<file path="config.mk">
export PLATFORM = sky130hd
export DESIGN_NAME = i2c_byte_engine
export DESIGN_NICKNAME = d
export VERILOG_FILES = /design/src/rtl/i2c_eng_pkg.sv /design/src/rtl/i2c_eng_bitcnt.sv /design/src/rtl/i2c_eng_shreg.sv /design/src/rtl/i2c_eng_ctrl.sv /design/src/rtl/i2c_byte_engine.sv
export SDC_FILE = /design/constraint.sdc
export NUM_CORES = 1
export LEC_CHECK = 0
export ABC_AREA = 1
export BUFFER_PORTS_ARGS = -buffer_cell sky130_fd_sc_hd__buf_4
export CAP_MARGIN = 20
export CELL_PAD_IN_SITES_DETAIL_PLACEMENT = 1
export CELL_PAD_IN_SITES_GLOBAL_PLACEMENT = 2
export CORE_MARGIN = 2
export CORE_UTILIZATION = 22
export CTS_CLUSTER_DIAMETER = 200
export DETAILED_ROUTE_END_ITERATION = 8
export PLACE_DENSITY_LB_ADDON = 0.1
export SKIP_CTS_REPAIR_TIMING = 1
export SLEW_MARGIN = 30
export SYNTH_ARGS = -nofsm -noshare
export SYNTH_HDL_FRONTEND = slang
export SYNTH_SLANG_ARGS = --single-unit
export TNS_END_PERCENT = 50
</file>
<file path="constraint.sdc">
create_clock -name clk -period 1.7 [get_ports clk]
set_clock_uncertainty 0.2 [all_clocks]
set_input_delay 0.085 -clock clk [delete_from_list [all_inputs] [get_ports clk]]
set_output_delay 0.085 -clock clk [all_outputs]
set_load 0.05 [all_outputs]
</file>
<file path="src/rtl/i2c_eng_pkg.sv">
// Shared definitions for the byte shift engine.
// Assumes a byte-oriented bus with one optional acknowledge slot.
package i2c_eng_pkg;
    localparam int BYTE_W = 8;

    // Which part of a byte transfer the engine is in.
    typedef enum logic [1:0] {
        SLOT_IDLE = 2'd0,
        SLOT_DATA = 2'd1,
        SLOT_ACK  = 2'd2
    } slot_e;
endpackage

</file>
<file path="src/rtl/i2c_eng_bitcnt.sv">
// Bit position counter for one byte transfer.
// Counts completed data bits from 0 up to DATA_W and holds at DATA_W,
// which marks the acknowledge slot. A clear has priority over a step.
module i2c_eng_bitcnt #(
    parameter int DATA_W = 8,
    parameter int CNT_W  = $clog2(DATA_W + 1)
) (
    input  logic clk,
    input  logic rst_n,
    input  logic clear,
    input  logic step,
    output logic last_data,
    output logic in_ack
);
    localparam logic [CNT_W-1:0] LAST_IDX = CNT_W'(DATA_W - 1);
    localparam logic [CNT_W-1:0] ACK_IDX  = CNT_W'(DATA_W);

    logic [CNT_W-1:0] count;

    // Advance, restart or hold the bit position.
    always_ff @(posedge clk) begin
        if (!rst_n) begin
            count <= '0;
        end else if (clear) begin
            count <= '0;
        end else if (step && (count != ACK_IDX)) begin
            count <= count + 1'b1;
        end
    end

    // Decode the two positions the control logic needs.
    always_comb begin
        last_data = (count == LAST_IDX);
        in_ack    = (count == ACK_IDX);
    end

    // A restart must leave the counter at the first data bit.
    assert_restart_zero_R4: assert property (@(posedge clk) disable iff (!rst_n)
        clear |=> (count == '0));

    // The counter never runs past the acknowledge slot.
    assert_count_bound_R6: assert property (@(posedge clk) disable iff (!rst_n)
        (count == ACK_IDX) && !clear |=> (count == ACK_IDX));
endmodule

</file>
<file path="src/rtl/i2c_eng_shreg.sv">
// Byte shift register shared by transmit and receive.
// A parallel load has priority. A receive shift pushes the serial input
// into the low end, and a transmit shift moves the word toward the high end.
// The two shift enables are assumed never to be high together.
module i2c_eng_shreg #(
    parameter int DATA_W = 8
) (
    input  logic              clk,
    input  logic              rst_n,
    input  logic              load,
    input  logic [DATA_W-1:0] load_val,
    input  logic              shift_in_en,
    input  logic              sin,
    input  logic              shift_out_en,
    output logic [DATA_W-1:0] q
);
    // Load, shift in, shift out, or hold the word.
    always_ff @(posedge clk) begin
        if (!rst_n) begin
            q <= '0;
        end else if (load) begin
            q <= load_val;
        end else if (shift_in_en) begin
            q <= {q[DATA_W-2:0], sin};
        end else if (shift_out_en) begin
            q <= {q[DATA_W-2:0], 1'b0};
        end
    end

    // A received bit lands in bit 0.
    assert_rx_lsb_R2: assert property (@(posedge clk) disable iff (!rst_n)
        shift_in_en && !load |=> (q[0] == $past(sin)));

    // A transmit shift promotes the next bit to the top.
    assert_tx_msb_R1: assert property (@(posedge clk) disable iff (!rst_n)
        shift_out_en && !load && !shift_in_en |=> (q[DATA_W-1] == $past(q[DATA_W-2])));
endmodule

</file>
<file path="src/rtl/i2c_eng_ctrl.sv">
// Transfer sequencer for the byte engine.
// Tracks whether a transfer runs, pairs each falling tick with the rising
// tick before it, ends the byte after the data bits or after the
// acknowledge slot, and records the acknowledge level.
// Assumes the rising and falling ticks are never high in the same cycle.
module i2c_eng_ctrl
    import i2c_eng_pkg::*;
(
    input  logic clk,
    input  logic rst_n,
    input  logic eng_en,
    input  logic master_mode,
    input  logic ack_slot_en,
    input  logic wr_go,
    input  logic scl_rise,
    input  logic scl_fall,
    input  logic sda_in,
    input  logic last_data,
    input  logic in_ack,
    output logic busy,
    output logic scl_run,
    output logic done,
    output logic ack_seen,
    output logic rise_act,
    output logic step
);
    slot_e slot;
    logic  got_rise;
    logic  fall_act;
    logic  finish;

    // Work out the current slot and which ticks act in this cycle.
    always_comb begin
        if (!busy)       slot = SLOT_IDLE;
        else if (in_ack) slot = SLOT_ACK;
        else             slot = SLOT_DATA;
        rise_act = (slot != SLOT_IDLE) && eng_en && !wr_go && scl_rise;
        fall_act = (slot != SLOT_IDLE) && eng_en && !wr_go && scl_fall && got_rise;
        step     = fall_act && (slot == SLOT_DATA);
        finish   = fall_act && ((slot == SLOT_ACK) || (last_data && !ack_slot_en));
    end

    // Start, run, end or abort the transfer.
    always_ff @(posedge clk) begin
        if (!rst_n) begin
            busy     <= 1'b0;
            scl_run  <= 1'b0;
            got_rise <= 1'b0;
            done     <= 1'b0;
        end else begin
            done <= 1'b0;
            if (!eng_en) begin
                busy     <= 1'b0;
                scl_run  <= 1'b0;
                got_rise <= 1'b0;
            end else if (wr_go) begin
                busy     <= 1'b1;
                scl_run  <= master_mode;
                got_rise <= 1'b0;
            end else if (rise_act) begin
                got_rise <= 1'b1;
            end else if (fall_act) begin
                got_rise <= 1'b0;
                if (finish) begin
                    busy    <= 1'b0;
                    scl_run <= 1'b0;
                    done    <= 1'b1;
                end
            end
        end
    end

    // Capture the line level at the rising tick of the acknowledge slot.
    always_ff @(posedge clk) begin
        if (!rst_n) begin
            ack_seen <= 1'b1;
        end else if (rise_act && (slot == SLOT_ACK)) begin
            ack_seen <= sda_in;
        end
    end

    assert_ticks_exclusive_R10: assert property (@(posedge clk) disable iff (!rst_n)
        $onehot0({scl_rise, scl_fall}));

    assert_done_idle_R9: assert property (@(posedge clk) disable iff (!rst_n)
        done |-> !busy);

    assert_done_pulse_R9: assert property (@(posedge clk) disable iff (!rst_n)
        done |=> !done);

    assert_run_in_xfer_R5: assert property (@(posedge clk) disable iff (!rst_n)
        scl_run |-> busy);

    assert_abort_R11: assert property (@(posedge clk) disable iff (!rst_n)
        !eng_en |=> !busy && !scl_run && !done);
endmodule

</file>
<file path="src/rtl/i2c_byte_engine.sv">
// Top of the byte shift and acknowledge engine.
// Joins the shift register, the bit counter and the sequencer, and forms
// the open-drain SDA pull-low enable. SCL is supplied as edge ticks, and
// the host port is a write strobe plus an always-valid read bus.
module i2c_byte_engine
    import i2c_eng_pkg::*;
#(
    parameter int DATA_W = BYTE_W
) (
    input  logic              clk,
    input  logic              rst_n,
    input  logic              eng_en,
    input  logic              master_mode,
    input  logic              dir_tx,
    input  logic              ack_slot_en,
    input  logic              ack_hold_high,
    input  logic              wr_en,
    input  logic [DATA_W-1:0] wr_data,
    output logic [DATA_W-1:0] rd_data,
    input  logic              scl_rise,
    input  logic              scl_fall,
    input  logic              sda_in,
    output logic              sda_pull,
    output logic              scl_run,
    output logic              busy,
    output logic              done,
    output logic              ack_seen
);
    localparam int CNT_W = $clog2(DATA_W + 1);

    logic wr_go;
    logic last_data;
    logic in_ack;
    logic rise_act;
    logic step;
    logic shift_in_en;
    logic shift_out_en;

    // Accept host writes only while enabled; choose the shift direction.
    always_comb begin
        wr_go        = wr_en && eng_en;
        shift_in_en  = rise_act && !dir_tx && !in_ack;
        shift_out_en = step && dir_tx;
    end

    i2c_eng_shreg #(.DATA_W(DATA_W)) u_shreg (
        .clk          (clk),
        .rst_n        (rst_n),
        .load         (wr_go),
        .load_val     (wr_data),
        .shift_in_en  (shift_in_en),
        .sin          (sda_in),
        .shift_out_en (shift_out_en),
        .q            (rd_data)
    );

    i2c_eng_bitcnt #(.DATA_W(DATA_W), .CNT_W(CNT_W)) u_bitcnt (
        .clk       (clk),
        .rst_n     (rst_n),
        .clear     (wr_go),
        .step      (step),
        .last_data (last_data),
        .in_ack    (in_ack)
    );

    i2c_eng_ctrl u_ctrl (
        .clk         (clk),
        .rst_n       (rst_n),
        .eng_en      (eng_en),
        .master_mode (master_mode),
        .ack_slot_en (ack_slot_en),
        .wr_go       (wr_go),
        .scl_rise    (scl_rise),
        .scl_fall    (scl_fall),
        .sda_in      (sda_in),
        .last_data   (last_data),
        .in_ack      (in_ack),
        .busy        (busy),
        .scl_run     (scl_run),
        .done        (done),
        .ack_seen    (ack_seen),
        .rise_act    (rise_act),
        .step        (step)
    );

    // Open-drain SDA: sender drives data bits, receiver drives acknowledge.
    always_comb begin
        sda_pull = 1'b0;
        if (busy) begin
            if (in_ack) sda_pull = !dir_tx && !ack_hold_high;
            else        sda_pull = dir_tx && !rd_data[DATA_W-1];
        end
    end

    assert_write_loads_R3: assert property (@(posedge clk) disable iff (!rst_n)
        wr_en && eng_en |=> busy && (rd_data == $past(wr_data)));

    assert_disabled_write_ignored_R3: assert property (@(posedge clk) disable iff (!rst_n)
        wr_en && !eng_en |=> $stable(rd_data) && !busy);

    assert_sda_after_fall_R10: assert property (@(posedge clk) disable iff (!rst_n)
        busy && $past(busy) && !$past(scl_fall) && !$past(wr_en)
            && $stable(dir_tx) && $stable(ack_hold_high) |-> $stable(sda_pull));

    assert_tx_releases_ack_R8: assert property (@(posedge clk) disable iff (!rst_n)
        busy && in_ack && dir_tx |-> !sda_pull);
endmodule

</file>
==> Yosys cells after proc, flatten, opt, wreduce, memory -nomap -nowiden <==
Cells that the tools add are included.
{ "op_classes": {"add_sub_neg": 1, "n_eq_ne": 6, "muxes": 15, "bitwise": 3, "reduce_logical": 33} }
{ "op_table": {"columns": ["op", "count"], "rows": [
  ["2-to-1 mux 8 bit", 3],
  ["logical AND 1 bit", 16],
  ["2-to-1 mux 1 bit", 10],
  ["nonzero test 2 bit", 4],
  ["logical NOT 1 bit", 6],
  ["OR reduction 5 bit", 1],
  ["adder 4 x 1 -> 4 bit (second input constant)", 1],
  ["== test 4 x 3 -> 1 bit (second input constant)", 1],
  ["== test 4 bit (second input constant)", 1],
  ["2-to-1 mux 2 bit", 2],
  ["inequality test 4 bit (second input constant)", 1],
  ["NOT 1 bit", 3],
  ["AND reduction 3 bit", 1],
  ["nonzero test 3 bit", 1],
  ["OR reduction 3 bit", 1],
  ["== test 2 x 1 -> 1 bit (second input constant)", 1],
  ["== test 2 bit (second input constant)", 1],
  ["inequality test 2 x 1 -> 1 bit (second input constant)", 1],
  ["AND reduction 2 bit", 1],
  ["OR reduction 2 bit", 1],
  ["logical OR 1 bit", 1]
]} }
{ "totals": {"reg_bits": 17, "inputBits": 19, "out_inout_bits": 13} }

==> Depth between registers and ports, before layout <==
{ "depth": {"depth_word": 13, "ltp_mapped": 12, "ltp_nobuf": 11} }

==> Modules after synthesis <==
From an unflattened synthesis, not the netlist that was laid out.
{ "unflattened": {"cells_unflattened": 158, "hier_area_um2": 996.0} }
{ "modules_own_cells": {"columns": ["mod", "instances", "cells_per_inst", "area_each_um2", "seq_area_each_um2"], "rows": [
  ["i2c_eng_shreg", 1, 73, 459.2, 160.2],
  ["i2c_eng_ctrl", 1, 39, 250.2, 100.1],
  ["i2c_eng_bitcnt", 1, 36, 242.7, 80.1],
  ["i2c_byte_engine", 1, 10, 43.8, 0.0]
]} }

==> Worst setup path before layout <==
OpenSTA, ideal clock, no wires.
{ "synth_path": {"path_type": "flip-flop to output port", "from": "register u_ctrl.busy", "to": "output sda_pull", "t_arrival_ps": 2166, "required_ps": 1415, "setup_slack_ps": -751, "stages_incl_launch_ff": 3, "cell_sequence": "dfxtp_1 > nand4_1 > o32ai_1"} }
{ "synth_via": {"elab_chain_len": 1} }
{ "synth_rtl": {"columns": ["element", "line_no", "text"], "rows": [
  ["start, declared", "i2c_eng_ctrl.sv:20", "output logic busy,"],
  ["start signal, assigned", "i2c_eng_ctrl.sv:46", "busy <= 1'b0;"],
  ["start signal, assigned", "i2c_eng_ctrl.sv:53", "busy <= 1'b0;"],
  ["start signal, assigned", "i2c_eng_ctrl.sv:57", "busy <= 1'b1;"],
  ["2-to-1 mux 1 bit", "i2c_byte_engine.sv:89", "if (busy) begin"],
  ["end, declared", "i2c_byte_engine.sv:23", "output logic sda_pull,"]
]} }
Every way passes these cells.

==> Final worst setup path <==
{ "layout_path": {"from": "register u_bitcnt.count[0]", "to": "output sda_pull"} }
{ "layout_via": {"elab_chain_len": 3} }
{ "layout_rtl": {"columns": ["element", "line_no", "text"], "rows": [
  ["start, declared", "i2c_eng_bitcnt.sv:18", "logic [CNT_W-1:0] count;"],
  ["start signal, assigned", "i2c_eng_bitcnt.sv:27", "count <= count + 1'b1;"],
  ["== test 4 bit", "i2c_eng_bitcnt.sv:34", "in_ack = (count == ACK_IDX);"],
  ["2-to-1 mux 1 bit", "i2c_byte_engine.sv:90", "if (in_ack) sda_pull = !dir_tx && !ack_hold_high;"],
  ["2-to-1 mux 1 bit", "i2c_byte_engine.sv:89", null]
]} }
Every way passes these cells.

==> reports/results.ini <==
[status]
status=finished, violations left
violations=hold timing, setup timing

[logic_synthesis]
avgSynthCellArea_sq_um=6.54
syn_inst=139
yosys_warnings=0
ys_seq_elements=17
ys_types=23
syn_nets=160
syn_area_sq_um=910
ys_seq_area_share_pct=37.4

[critical_path]
max_stage_delay_ns=0.34
crit_required_ns=1.41
critical_path_class=register to primary output
crit_fanout=2
crit_path_start_kind=register
crit_arrival_ns=1.50
crit_chain=inv_2 -> ha_4 -> nand2_4 -> nor2_4 -> nor2_4 -> nand2_2 -> buf_6 -> o32ai_4 -> buf_6
critPathSlowestCell=dfxtp_2
end_kind=primary output

[detailed_routing]
wl_per_cell_microns=12.1
wl_microns=2830
route.vias.total=1029
drtIter0Drc=54
via_per_inst=4.40
drt.antenna.violating_nets=0
drt_pass1_iterations=4
drc_errors=0

[final_layout]
regArea_sq_um=344
final_cell_mix=nand2_1 (38), buf_4 (35), nor2_1 (19)
fin_util_pct=35.8
diodes=0
drive_gt1_share_pct=32.6
final.fill_count=494
final_common_cell=nand2_1
area_delta_synth_final_pct=57.5
design_area_sq_um=1430
stdcell_count=234
final_nets=206
multi_input_area_sq_um=526

[clocking]
cts_root_buffer=clkbuf_8
cts_sinks=17
path_clk_slew_ns=0.07
clkLatencyLatePin_ns=0.25
cts_tree=done
h-tree-depth=1
clk_path_buf_depth=2
cts_buffers=3

[sta]
finalSetupTns_ns=-0.0856
hold_viol=9
tightest_slew_ns=0.281
drv_slew=0
timing.fmax_mhz=560
min_period_over_period_pct=105
grt_setup_unrepaired=true
setup_viol=1
max_slew_margin_pct=81.0
hold_slack_ns=-0.0342
layout_setup_ws_ns=-0.0856
fin_crit_ns=1.79

[floorplanning]
die_w_microns=68.3
ios=32
core-area_sq_um=4000
start_util_pct=22.7
die_area_sq_um=4660
rows=23
chipHeight_microns=68.3

[global_routing]
grt.total_usage_pct=12.2
antenna_found_initial=0
grt_pass1_wl_microns=4210
grt_pass1_vias=933
grt_overflow=0
grt_max_degree=17

[place]
dp_hpwl_microns=2030
io_buffers=31
dpl_cell_area_sq_um=1250
dp_cells=222
globalplace.congestion=0.770

[power]
ir_drop_v=0.000240
total_power_mw=0.950
cellPowerDensity_nw_per_um2=663
leakage_nw=0.668

[job]
maxCapViolCount=0

[worst_hold_path]
holdCritPathClass=input port to register

state kept, by name (all words and copies together), names as in the netlist:
name and count:
u_ctrl.busy 1, u_shreg.q 8, u_ctrl.done 1, u_ctrl.got_rise 1, u_bitcnt.count 4, u_ctrl.scl_run 1
u_ctrl.ack_seen 1
worst max-delay path: cells and delay by family (launching register included):
| family | cells | cell delay [ns] |
|---|---|---|
| DFF | 1 | 0.34 |
| and+or+nand+nor | 4 | 0.30 |
| adders and majority gates | 1 | 0.16 |
| AOI/OAI and AO/OA | 1 | 0.09 |
| buffers and inverters | 3 | 0.36 |
cells in the mapped netlist:
master    count  area, sq um
a211oi_1      1         7.51
a21boi_0      1         7.51
a21oi_1       6         30.0
buf_2         1         5.00
buf_6         1         11.3
clkbuf_1      1         3.75
dfxtp_1      17          340
ha_1          2         25.0
inv_1        19         71.3
inv_2         1         3.75
nand2_1      39          146
nand2_2       4         25.0
nand3_1       5         25.0
nand4_1       3         18.8
nor2_1       20         75.1
nor2_2        3         18.8
nor2_4        1         11.3
nor3_1        1         5.00
o21a_1        1         7.51
o21ai_0       9         45.0
o311ai_0      1         8.76
o32ai_1       1         8.76
xnor2_1       1         8.76
stage by stage:
step                worst slack, ns  hold WS [ns]
floorplan                    0.0176        0.0178
detailed placement          -0.0187         0.168
CTS                          -0.237       -0.0991
global route                 -0.177       0.00528
finish                      -0.0856       -0.0342
global placement             0.0517         0.156
per-layer routing:
metal | global-route usage [%] | vias to the layer above | routed length [microns]
met1 | 15.2 | 486 | 1310
li1 | - | 526 | -
met4 | 5.00 | 0 | 4
met5 | 0 | - | 0
met3 | 2.14 | 2 | 82
met2 | 20.8 | 15 | 1430
report_power, final:
part	switching [mW]	internal (mW)	total (mW)
Combinational	0.126	0.0900	0.216
Sequential	0.0109	0.413	0.423
Clock	0.144	0.166	0.310
Total	0.281	0.669	0.950
area by class of cell:
class	instances	share of cell area [%]
multi-input combinational	99	36.7
tap	50	4.37
sequential	17	24.0
timing repair buffer	44	26.6
clock buffer	4	3.14
inverter	20	5.24
cell families after synthesis:
group           synth area share [%]
simple gates                    35.8
flops                           37.4
buf+inv                         10.5
compound gates                  12.7
xor+xnor                       0.963
fa+ha+maj                       2.75
final timing paths:
| check | from | slack, ns | cells past startpoint | end |
|---|---|---|---|---|
| min reg2reg | u_ctrl.scl_run$_SDFFE_PN0P_ | 0.28 | 2 | u_ctrl.scl_run$_SDFFE_PN0P_ |
| max reg2reg | u_bitcnt.count[1]$_SDFFE_PP0P_ | 0.04 | 12 | u_shreg.q[1]$_SDFFE_PN0P_ |
| max | u_bitcnt.count[0]$_SDFFE_PP0P_ | -0.09 | 9 | sda_pull |
| min | wr_data[6] | -0.03 | 5 | u_shreg.q[6]$_SDFFE_PN0P_ |
Note: power is estimated with default switching activity, not from simulation.
